==> src/rtl/bufprog_pkg.sv <==
package bufprog_pkg;
  localparam logic [7:0] OP_SETUP   = 8'hE8;
  localparam logic [7:0] OP_CONFIRM = 8'hD0;
  localparam logic [7:0] OP_SUSPEND = 8'hB0;

  typedef enum logic [2:0] {
    ST_IDLE,
    ST_COUNT,
    ST_DATA,
    ST_CONFIRM,
    ST_XFER
  } bp_state_e;
endpackage

==> src/rtl/bufprog_win.sv <==
module bufprog_win #(
  parameter int AW    = 24,
  parameter int IDX_W = 5
) (
  input  logic [AW-1:0]       addr_i,
  input  logic [AW-IDX_W-1:0] base_i,
  output logic                in_win_o
);
  assign in_win_o = (addr_i[AW-1:IDX_W] == base_i);
endmodule

==> src/rtl/bufprog_buf.sv <==
module bufprog_buf #(
  parameter int DW    = 16,
  parameter int DEPTH = 32,
  parameter int IDX_W = $clog2(DEPTH)
) (
  input  logic             clk_i,
  input  logic             we_i,
  input  logic [IDX_W-1:0] waddr_i,
  input  logic [IDX_W-1:0] woff_i,
  input  logic [DW-1:0]    wdata_i,
  input  logic [IDX_W-1:0] raddr_i,
  output logic [IDX_W-1:0] roff_o,
  output logic [DW-1:0]    rdata_o
);
  localparam int EW = DW + IDX_W;

  // each entry: {offset, data}
  logic [EW-1:0] mem_q [DEPTH];

  always_ff @(posedge clk_i) begin
    if (we_i) mem_q[waddr_i] <= {woff_i, wdata_i};
  end

  assign {roff_o, rdata_o} = mem_q[raddr_i];
endmodule

==> src/rtl/bufprog_ctrl.sv <==
module bufprog_ctrl
  import bufprog_pkg::*;
#(
  parameter int AW    = 24,
  parameter int DW    = 16,
  parameter int DEPTH = 32,
  parameter int IDX_W = $clog2(DEPTH)
) (
  input  logic                clk_i,
  input  logic                rst_ni,
  input  logic                cmd_valid_i,
  input  logic [AW-1:0]       cmd_addr_i,
  input  logic [DW-1:0]       cmd_data_i,
  input  logic                in_win_i,
  input  logic                wr_ready_i,
  output logic [AW-IDX_W-1:0] base_o,
  output logic                buf_we_o,
  output logic [IDX_W-1:0]    wptr_o,
  output logic [IDX_W-1:0]    rptr_o,
  output logic                wr_valid_o,
  output logic                busy_o,
  output logic                susp_o,
  output logic                err_o
);
  localparam logic [DW-1:0] MAX_CNT = DW'(DEPTH - 1);

  bp_state_e           state_q;
  logic [AW-IDX_W-1:0] base_q;
  logic [IDX_W-1:0]    cnt_q, wptr_q, rptr_q;
  logic                susp_q, err_q;
  logic                op_setup, op_confirm, op_suspend, hs;

  assign op_setup   = cmd_valid_i && (cmd_data_i[7:0] == OP_SETUP)   && (cmd_data_i[DW-1:8] == '0);
  assign op_confirm = cmd_valid_i && (cmd_data_i[7:0] == OP_CONFIRM) && (cmd_data_i[DW-1:8] == '0);
  assign op_suspend = cmd_valid_i && (cmd_data_i[7:0] == OP_SUSPEND) && (cmd_data_i[DW-1:8] == '0);

  assign wr_valid_o = (state_q == ST_XFER) && !susp_q;
  assign hs         = wr_valid_o && wr_ready_i;
  assign buf_we_o   = (state_q == ST_DATA) && cmd_valid_i && in_win_i;

  always_ff @(posedge clk_i or negedge rst_ni) begin
    if (!rst_ni) begin
      state_q <= ST_IDLE;
      base_q  <= '0;
      cnt_q   <= '0;
      wptr_q  <= '0;
      rptr_q  <= '0;
      susp_q  <= 1'b0;
      err_q   <= 1'b0;
    end else begin
      unique case (state_q)
        ST_IDLE: if (op_setup) begin
          base_q  <= cmd_addr_i[AW-1:IDX_W];
          err_q   <= 1'b0;
          state_q <= ST_COUNT;
        end
        ST_COUNT: if (cmd_valid_i) begin
          if (cmd_data_i > MAX_CNT) begin
            err_q   <= 1'b1;
            state_q <= ST_IDLE;
          end else begin
            cnt_q   <= cmd_data_i[IDX_W-1:0];
            wptr_q  <= '0;
            state_q <= ST_DATA;
          end
        end
        ST_DATA: if (cmd_valid_i) begin
          if (!in_win_i) begin
            err_q   <= 1'b1;
            state_q <= ST_IDLE;
          end else if (wptr_q == cnt_q) begin
            state_q <= ST_CONFIRM;
          end else begin
            wptr_q <= wptr_q + 1'b1;
          end
        end
        ST_CONFIRM: if (cmd_valid_i) begin
          if (op_confirm) begin
            rptr_q  <= '0;
            susp_q  <= 1'b0;
            state_q <= ST_XFER;
          end else begin
            err_q   <= 1'b1;
            state_q <= ST_IDLE;
          end
        end
        ST_XFER: begin
          if (hs) begin
            if (rptr_q == cnt_q) state_q <= ST_IDLE;
            else                 rptr_q  <= rptr_q + 1'b1;
          end
          // only suspend/resume are honoured here
          if (op_suspend && !susp_q)     susp_q <= 1'b1;
          else if (op_confirm && susp_q) susp_q <= 1'b0;
        end
        default: state_q <= ST_IDLE;
      endcase
    end
  end

  assign base_o = base_q;
  assign wptr_o = wptr_q;
  assign rptr_o = rptr_q;
  assign busy_o = (state_q == ST_XFER);
  assign susp_o = susp_q;
  assign err_o  = err_q;
endmodule

==> src/rtl/bufprog_loader.sv <==
module bufprog_loader #(
  parameter int AW    = 24,
  parameter int DW    = 16,
  parameter int DEPTH = 32
) (
  input  logic          clk_i,
  input  logic          rst_ni,
  input  logic          cmd_valid_i,
  input  logic [AW-1:0] cmd_addr_i,
  input  logic [DW-1:0] cmd_data_i,
  output logic          wr_valid_o,
  input  logic          wr_ready_i,
  output logic [AW-1:0] wr_addr_o,
  output logic [DW-1:0] wr_data_o,
  output logic          busy_o,
  output logic [7:0]    sts_o
);
  localparam int IDX_W = $clog2(DEPTH);

  logic [AW-IDX_W-1:0] base;
  logic                in_win, buf_we, susp, err;
  logic [IDX_W-1:0]    wptr, rptr, roff;

  bufprog_win #(.AW(AW), .IDX_W(IDX_W)) u_win (
    .addr_i   (cmd_addr_i),
    .base_i   (base),
    .in_win_o (in_win)
  );

  bufprog_buf #(.DW(DW), .DEPTH(DEPTH), .IDX_W(IDX_W)) u_buf (
    .clk_i   (clk_i),
    .we_i    (buf_we),
    .waddr_i (wptr),
    .woff_i  (cmd_addr_i[IDX_W-1:0]),
    .wdata_i (cmd_data_i),
    .raddr_i (rptr),
    .roff_o  (roff),
    .rdata_o (wr_data_o)
  );

  bufprog_ctrl #(.AW(AW), .DW(DW), .DEPTH(DEPTH), .IDX_W(IDX_W)) u_ctrl (
    .clk_i       (clk_i),
    .rst_ni      (rst_ni),
    .cmd_valid_i (cmd_valid_i),
    .cmd_addr_i  (cmd_addr_i),
    .cmd_data_i  (cmd_data_i),
    .in_win_i    (in_win),
    .wr_ready_i  (wr_ready_i),
    .base_o      (base),
    .buf_we_o    (buf_we),
    .wptr_o      (wptr),
    .rptr_o      (rptr),
    .wr_valid_o  (wr_valid_o),
    .busy_o      (busy_o),
    .susp_o      (susp),
    .err_o       (err)
  );

  assign wr_addr_o = {base, roff};
  // bit7 ready, bit5 sequence error, bit4 program error, bit2 suspended
  assign sts_o = {~(busy_o & ~susp), 1'b0, err, err, 1'b0, susp, 2'b00};
endmodule

==> config.mk <==
export PLATFORM = sky130hd
export DESIGN_NAME = bufprog_loader
export DESIGN_NICKNAME = d
export VERILOG_FILES = /design/src/rtl/bufprog_pkg.sv /design/src/rtl/bufprog_win.sv /design/src/rtl/bufprog_buf.sv /design/src/rtl/bufprog_ctrl.sv /design/src/rtl/bufprog_loader.sv
export SDC_FILE = /design/constraint.sdc
export NUM_CORES = 1
export LEC_CHECK = 0
export BUFFER_PORTS_ARGS = -buffer_cell sky130_fd_sc_hd__buf_2
export CAP_MARGIN = 20
export CELL_PAD_IN_SITES_DETAIL_PLACEMENT = 2
export CELL_PAD_IN_SITES_GLOBAL_PLACEMENT = 2
export CORE_UTILIZATION = 30
export CTS_BUF_LIST = sky130_fd_sc_hd__clkbuf_16
export DETAILED_ROUTE_END_ITERATION = 10
export PLACE_DENSITY_LB_ADDON = 0.1
export SYNTH_ARGS = -nofsm -noshare
export SYNTH_HDL_FRONTEND = slang
export SYNTH_SLANG_ARGS = --single-unit
==> constraint.sdc <==
create_clock -name clk_i -period 4.31 [get_ports clk_i]
set_input_delay 0.2155 -clock clk_i [delete_from_list [all_inputs] [get_ports clk_i]]
set_output_delay 0.2155 -clock clk_i [all_outputs]
set_load 0.01 [all_outputs]
# Word-level counts from Yosys, hierarchy flattened
# Memory sizes are Yosys's and may differ from the RTL's.
# Index checks and enable logic that the tools add are counted.
dict set report classes {
  n_eq_ne 26
  muxes 37
  n_shift 0
  reduce_logical 25
  order_cmp 1
  div 0
  multipliers 0
  n_bitwise 4
  add_sub_neg 2
}
# op count
set op_table {}
lappend op_table {{2-to-1 mux 5 bit} 9}
lappend op_table {{2-to-1 mux 3 bit} 9}
lappend op_table {{== test 8 bit, second input constant} 3}
lappend op_table {{one-hot mux 5 bit (2 select lines)} 2}
lappend op_table {{== test 19 bit} 1}
lappend op_table {{greater-than comparator 16 x 5 -> 1 bit, second input constant} 1}
lappend op_table {{inequality test 2 bit, second input constant} 8}
lappend op_table {{one-hot mux 3 bit (5 select lines)} 1}
lappend op_table {{2-to-1 mux 1 bit} 13}
lappend op_table {{logical AND 1 bit} 12}
lappend op_table {{inequality test 2 x 1 -> 1 bit, second input constant} 6}
lappend op_table {{adder 5 x 1 -> 5 bit, second input constant} 2}
lappend op_table {{== test 5 bit} 2}
lappend op_table {{zero test 8 bit} 1}
lappend op_table {{AND reduction 8 bit} 1}
lappend op_table {{AND reduction 7 bit} 1}
lappend op_table {{== test 3 x 2 -> 1 bit, second input constant} 2}
lappend op_table {{AND reduction 6 bit} 1}
lappend op_table {{AND reduction 5 bit} 1}
lappend op_table {{one-hot mux 1 bit (4 select lines)} 1}
lappend op_table {{AND reduction 4 bit} 1}
lappend op_table {{nonzero test 2 bit} 2}
lappend op_table {{nonzero test 4 bit} 1}
lappend op_table {{== test 3 x 1 -> 1 bit, second input constant} 1}
lappend op_table {{11 further kinds} 13}
dict set report totals {
  latch_bits 0
  output_inout_bits 50
  n_memories 1
  word_cells 103
  mem_bits_rw 672
  mem_bits_ro 0
  in_bits 44
  register_bits 39
}
# memory depth width read_ports rd_ports_with_merged_regs write_ports line
set mem_list {}
lappend mem_list {u_buf.mem_q 32 21 1 0 1 bufprog_buf.sv:18} ;# logic [EW-1:0] mem_q [DEPTH];

# Longest topological paths before layout
dict set report depth {
  ltp_word 7
  mapped_depth 9
  mapped_depth_nobuf 8
}

# Cells and area by module
# A second synthesis with hierarchy kept.
dict set report unflattened {
  hier_cells 1684
  area_unflattened_um2 28770.1
}
# module instances seq_area_each_um2 cells_each area_each_um2
set modules_own_cells {}
lappend modules_own_cells {bufprog_buf 1 20179.4 1460 26331.5}
lappend modules_own_cells {bufprog_ctrl 1 975.9 190 2165.8}
lappend modules_own_cells {bufprog_win 1 0.0 25 210.2}
lappend modules_own_cells {bufprog_loader 1 0.0 9 62.6}

# Worst setup path after synthesis
# OpenSTA, ideal clock, no wires.
dict set report synth_timing {
  kind {register to register}
  startpoint {register u_ctrl.base_q[2], in the netlist u_ctrl.base_o[2]}
  endpoint {memory u_buf.mem_q[15][0] (netlist bit) (enable)}
  t_required_ns 3.911
  period_less_slack_ns 3.199
  stages_incl_launch_ff 8
  slack_ns 1.111
  setup_time_ns 0.399
  n_path_buf 1
  t_arrival_ns 2.801
  cell_sequence {dfrtp_1 -> xor2_1 -> nor4_1 -> nand3_1 -> nor3_1 -> clkbuf_1 -> nand3_1 -> nor2_1}
}
dict set report synth_via {
  elab_chain_len 4
}
# item line
set synth_lines {}
lappend synth_lines {{start, declared} bufprog_ctrl.sv:28} ;# logic [AW-IDX_W-1:0] base_q;
lappend synth_lines {{start signal, assigned} bufprog_ctrl.sv:53} ;# base_q <= cmd_addr_i[AW-1:IDX_W];
lappend synth_lines {{== test 19 bit} bufprog_win.sv:9} ;# assign in_win_o = (addr_i[AW-1:IDX_W] == base_i);
lappend synth_lines {{logical AND 1 bit} bufprog_ctrl.sv:39} ;# assign buf_we_o = (state_q == ST_DATA) && cmd_valid_i && in_win_i;
lappend synth_lines {{2-to-1 mux 1 bit} bufprog_buf.sv:21} ;# if (we_i) mem_q[waddr_i] <= {woff_i, wdata_i};
lappend synth_lines {{2-to-1 mux 1 bit (not written as such)} bufprog_buf.sv:21}
lappend synth_lines {{end, declared} bufprog_buf.sv:18}
# No other way between the ends.

# Worst setup path in the final report
dict set report layout_timing {
  startpoint {register u_ctrl.rptr_q[0], in the netlist u_ctrl.rptr_o[0]}
  endpoint {output port wr_data_o[11]}
}
dict set report layout_via {
  elab_chain_len 1
}
# item line
set layout_lines {}
lappend layout_lines {{start, declared} bufprog_ctrl.sv:29} ;# logic [IDX_W-1:0] cnt_q, wptr_q, rptr_q;
lappend layout_lines {{start signal, assigned} bufprog_ctrl.sv:90} ;# else rptr_q <= rptr_q + 1'b1;
lappend layout_lines {{memory read (32 x 21 bit)} -}
lappend layout_lines {{end, declared} bufprog_loader.sv:14} ;# output logic [DW-1:0] wr_data_o,
# No other way between the ends.

==> metrics.cfg <==
[grt]
use_met3_pct=2.78
grt.total_usage_pct=17.4
grt_antenna_before_repair=9
grt_pass1_vias=14900
gr-total-overflow=0
busiest_layer=met2
globalRouteMet1Util_pct=24.4
met2_usage_pct=27.9
grt_pass1_wl_mm=115
grt_max_degree=46

[worst_setup_path]
worst_path_max_delay_cell=dfrtp_4
worstSetupEndpointType=output port
worstReg2RegStart=u_ctrl.base_o[6]
timing.critical_path.mode_cell=mux4_2
worstPathRequired_ns=4.09
crit_arrival_ns=3.49
crit_path_largest_cell_delay_ns=0.72
worst-setup-path-type=reg2out
crit_path_start_kind=register
crit_fanout=22
cp_cell_sequence=buf_4 > mux4_2 > mux4_2 > mux2_2 > buf_2
cp-startpoint=u_ctrl.rptr_o[0]

[finish]
nFillCells=8687
synthToLayoutAreaGrowth_pct=20.3
post_route_cells_drive_above_1_share_pct=38.6
finalNonFillerCells=2715
fin_nets=1456

[logic_synthesis]
synthesis.yosys.warnings=0
synth_ff_type=edfxtp_1
synth_async_reset_ratio_pct=5.49
seq_area_frac_synth_pct=75.9
syn_area_um2=27900
synthCells=1213
synth-edff-count=672
synthesis.area_per_instance_um2=23.0
yosysUniqueCellTypes=52
seq_cells_post_synth=711

[timing]
fin_worst_skew_ns=0.0171
clock_period_minus_worst_slack_ns=3.71
report.final.hold_viol_count=0
rsz_0062_raised_after_global_routing=false
timing_max_transition_violations_final=0
final_setup_violation_count=0
max_clock_freq_mhz=270
share_of_the_cycle_needed_by_the_critical_path_after_routing_pct=86.0
worst_slew_margin_rel_pct=29.4
tightest_slew_ns=1.06
tns_ns=0

[outcome]
outcome=finished clean

[placed_design]
dp_cells=2543
io_buffer_count=89
globalplace.congestion=0.728
dp_hpwl_mm=50.5

[cts]
cts_root_buffer=clkbuf_16
cts_tree=done
cts_inserted_buffers=84
clk_transition_reported_paths_ns=0.06
clk-insertion-delay-late_ns=0.64
clock_tree.htree_level_count=3
cts_resized=0
clock-sinks=711
cts_buffer_depth=3

[routing]
detail_route.wirelength_mm=79.8
drt_drc=0
drtAntennaViolNets=0
drt-pass1-iter-count=6
route.detailed.vias_per_inst=4.88
detailroute.via_count=13200
wire_per_inst_um=29.4
drt_iter0_drc=1038

[floorplanning]
floorplan.die_area_um2=94200
die_h_um=307
die-width_um=307
start_util_pct=30.4
boundaryPins=94
num_rows=111
area_of_the_core_um2=91800

[hold_path]
hold_path_class=in2reg
hp-start=cmd_valid_i

[power_and_ir_drop]
power.density_cell_area_nw_per_um2=444
leakage_nw=10.6
max-vdd-ir-drop_mv=0.311

[job]
max_cap_violations=0

-- final timing paths --
check                                 endpoint  slack (ns)  depth (start not counted)
max                              wr_data_o[11]        0.60                          5
min                          u_ctrl.state_q[0]        0.04                          2
max reg2reg                u_buf.mem_q[12][10]        1.19                          8
min reg2reg                   u_ctrl.base_o[1]        0.55                          1
max in group asynchronous     u_ctrl.rptr_o[3]        3.25                          2
min in group asynchronous      u_ctrl.cnt_q[1]        0.30                          2
-- layer usage --
layer / routed length, um / vias up
met3: 3390 / 100
met4: 1800 / 0
met5: 0 / -
li1: - / 5539
met2: 38200 / 311
met1: 36400 / 7294
-- worst max-delay path, delay by kind of cell, from the launching register on --
family / cells / cell delay [ns]
buf+inv: 2 / 0.65
flops: 1 / 0.72
mux: 3 / 1.49
-- state kept, by name, summed over array words and instances, names as in the netlist --
| register | count |
|---|---|
| u_buf.mem_q | 672 |
| u_ctrl.base_o | 19 |
| u_ctrl.cnt_q | 5 |
| u_ctrl.rptr_o | 5 |
| u_ctrl.wptr_o | 5 |
| u_ctrl.state_q | 3 |
| u_ctrl.err_o | 1 |
| u_ctrl.susp_o | 1 |
-- logic make-up (layout without fill, tap and decap cells) --
group,Yosys count,in the layout,share of synthesized area (%)
flops,711,711,75.9
mux,258,258,19.0
simple gates,109,109,2.09
buf+inv,73,325,1.16
xor+xnor,32,32,1.01
compound gates,24,24,0.615
fa+ha+maj,5,5,0.224
other cells,1,8,0.0134
-- stage by stage --
step                      setup slack [ns]  instance area [um2]  util, %  hold WS [ns]  power (W)
after floorplan                       1.11                27900        -       -0.0801    0.00796
after global placement                1.12                30700     33.4         0.440    0.00822
after detailed placement              1.08                30700     33.4         0.456    0.00823
after CTS                            0.472                33500     36.5        0.0170     0.0151
after global routing                 0.366                33500     36.5        0.0688     0.0154
final                                0.603                33500     36.5        0.0409     0.0149
-- layout by cell type (no fill, tap or decap), types with 25 or more instances in the layout --
master	netlist	layout
buf_12	0	31
mux4_2	210	210
clkbuf_16	0	86
buf_4	7	29
mux2_2	35	35
edfxtp_1	672	672
xor2_1	25	25
dfrtp_1	39	34
buf_2	10	89
nor2_4	0	32
-- report_power, final --
group	switching, W	internal [W]
Combinational	0.000291	0.000193
Sequential	0.0000347	0.00756
Clock	0.00285	0.00397
-- what timing repair did --
item                                   CTS  global route
endpoints found under the hold margin   59             0
setup endpoints to repair                0             0
hold buffers                            21             0
setup buffers                            0             0
-- Yosys cell counts (all sizes together), types with 5 or more instances --
cell type	n	share of area (%)
buf	34	0.64
mux4	210	17
xnor2	7	0.22
nor3	6	0.11
nand2	11	0.16
ha	5	0.22
nor2	45	0.61
clkbuf	31	0.42
o21ai	5	0.090
xor2	25	0.79
nand3	17	0.31
dfrtp	39	3.5
mux2	45	2.0
inv	8	0.11
edfxtp	672	72
nor4	9	0.31
-- cell type report --
type / instances / area [um2] / area share (%)
Antenna cell: 4 / 10.0 / 0.0298
Inverter: 8 / 30.0 / 0.0895
Clock buffer: 86 / 2150 / 6.42
Tap cell: 1243 / 1560 / 4.64
Multi-Input combinational cell: 432 / 6660 / 19.8
Sequential cell: 711 / 21200 / 63.1
Clock inverter: 61 / 469 / 1.40
Timing Repair Buffer: 170 / 1490 / 4.45
Power figures use the tool's default switching activity.
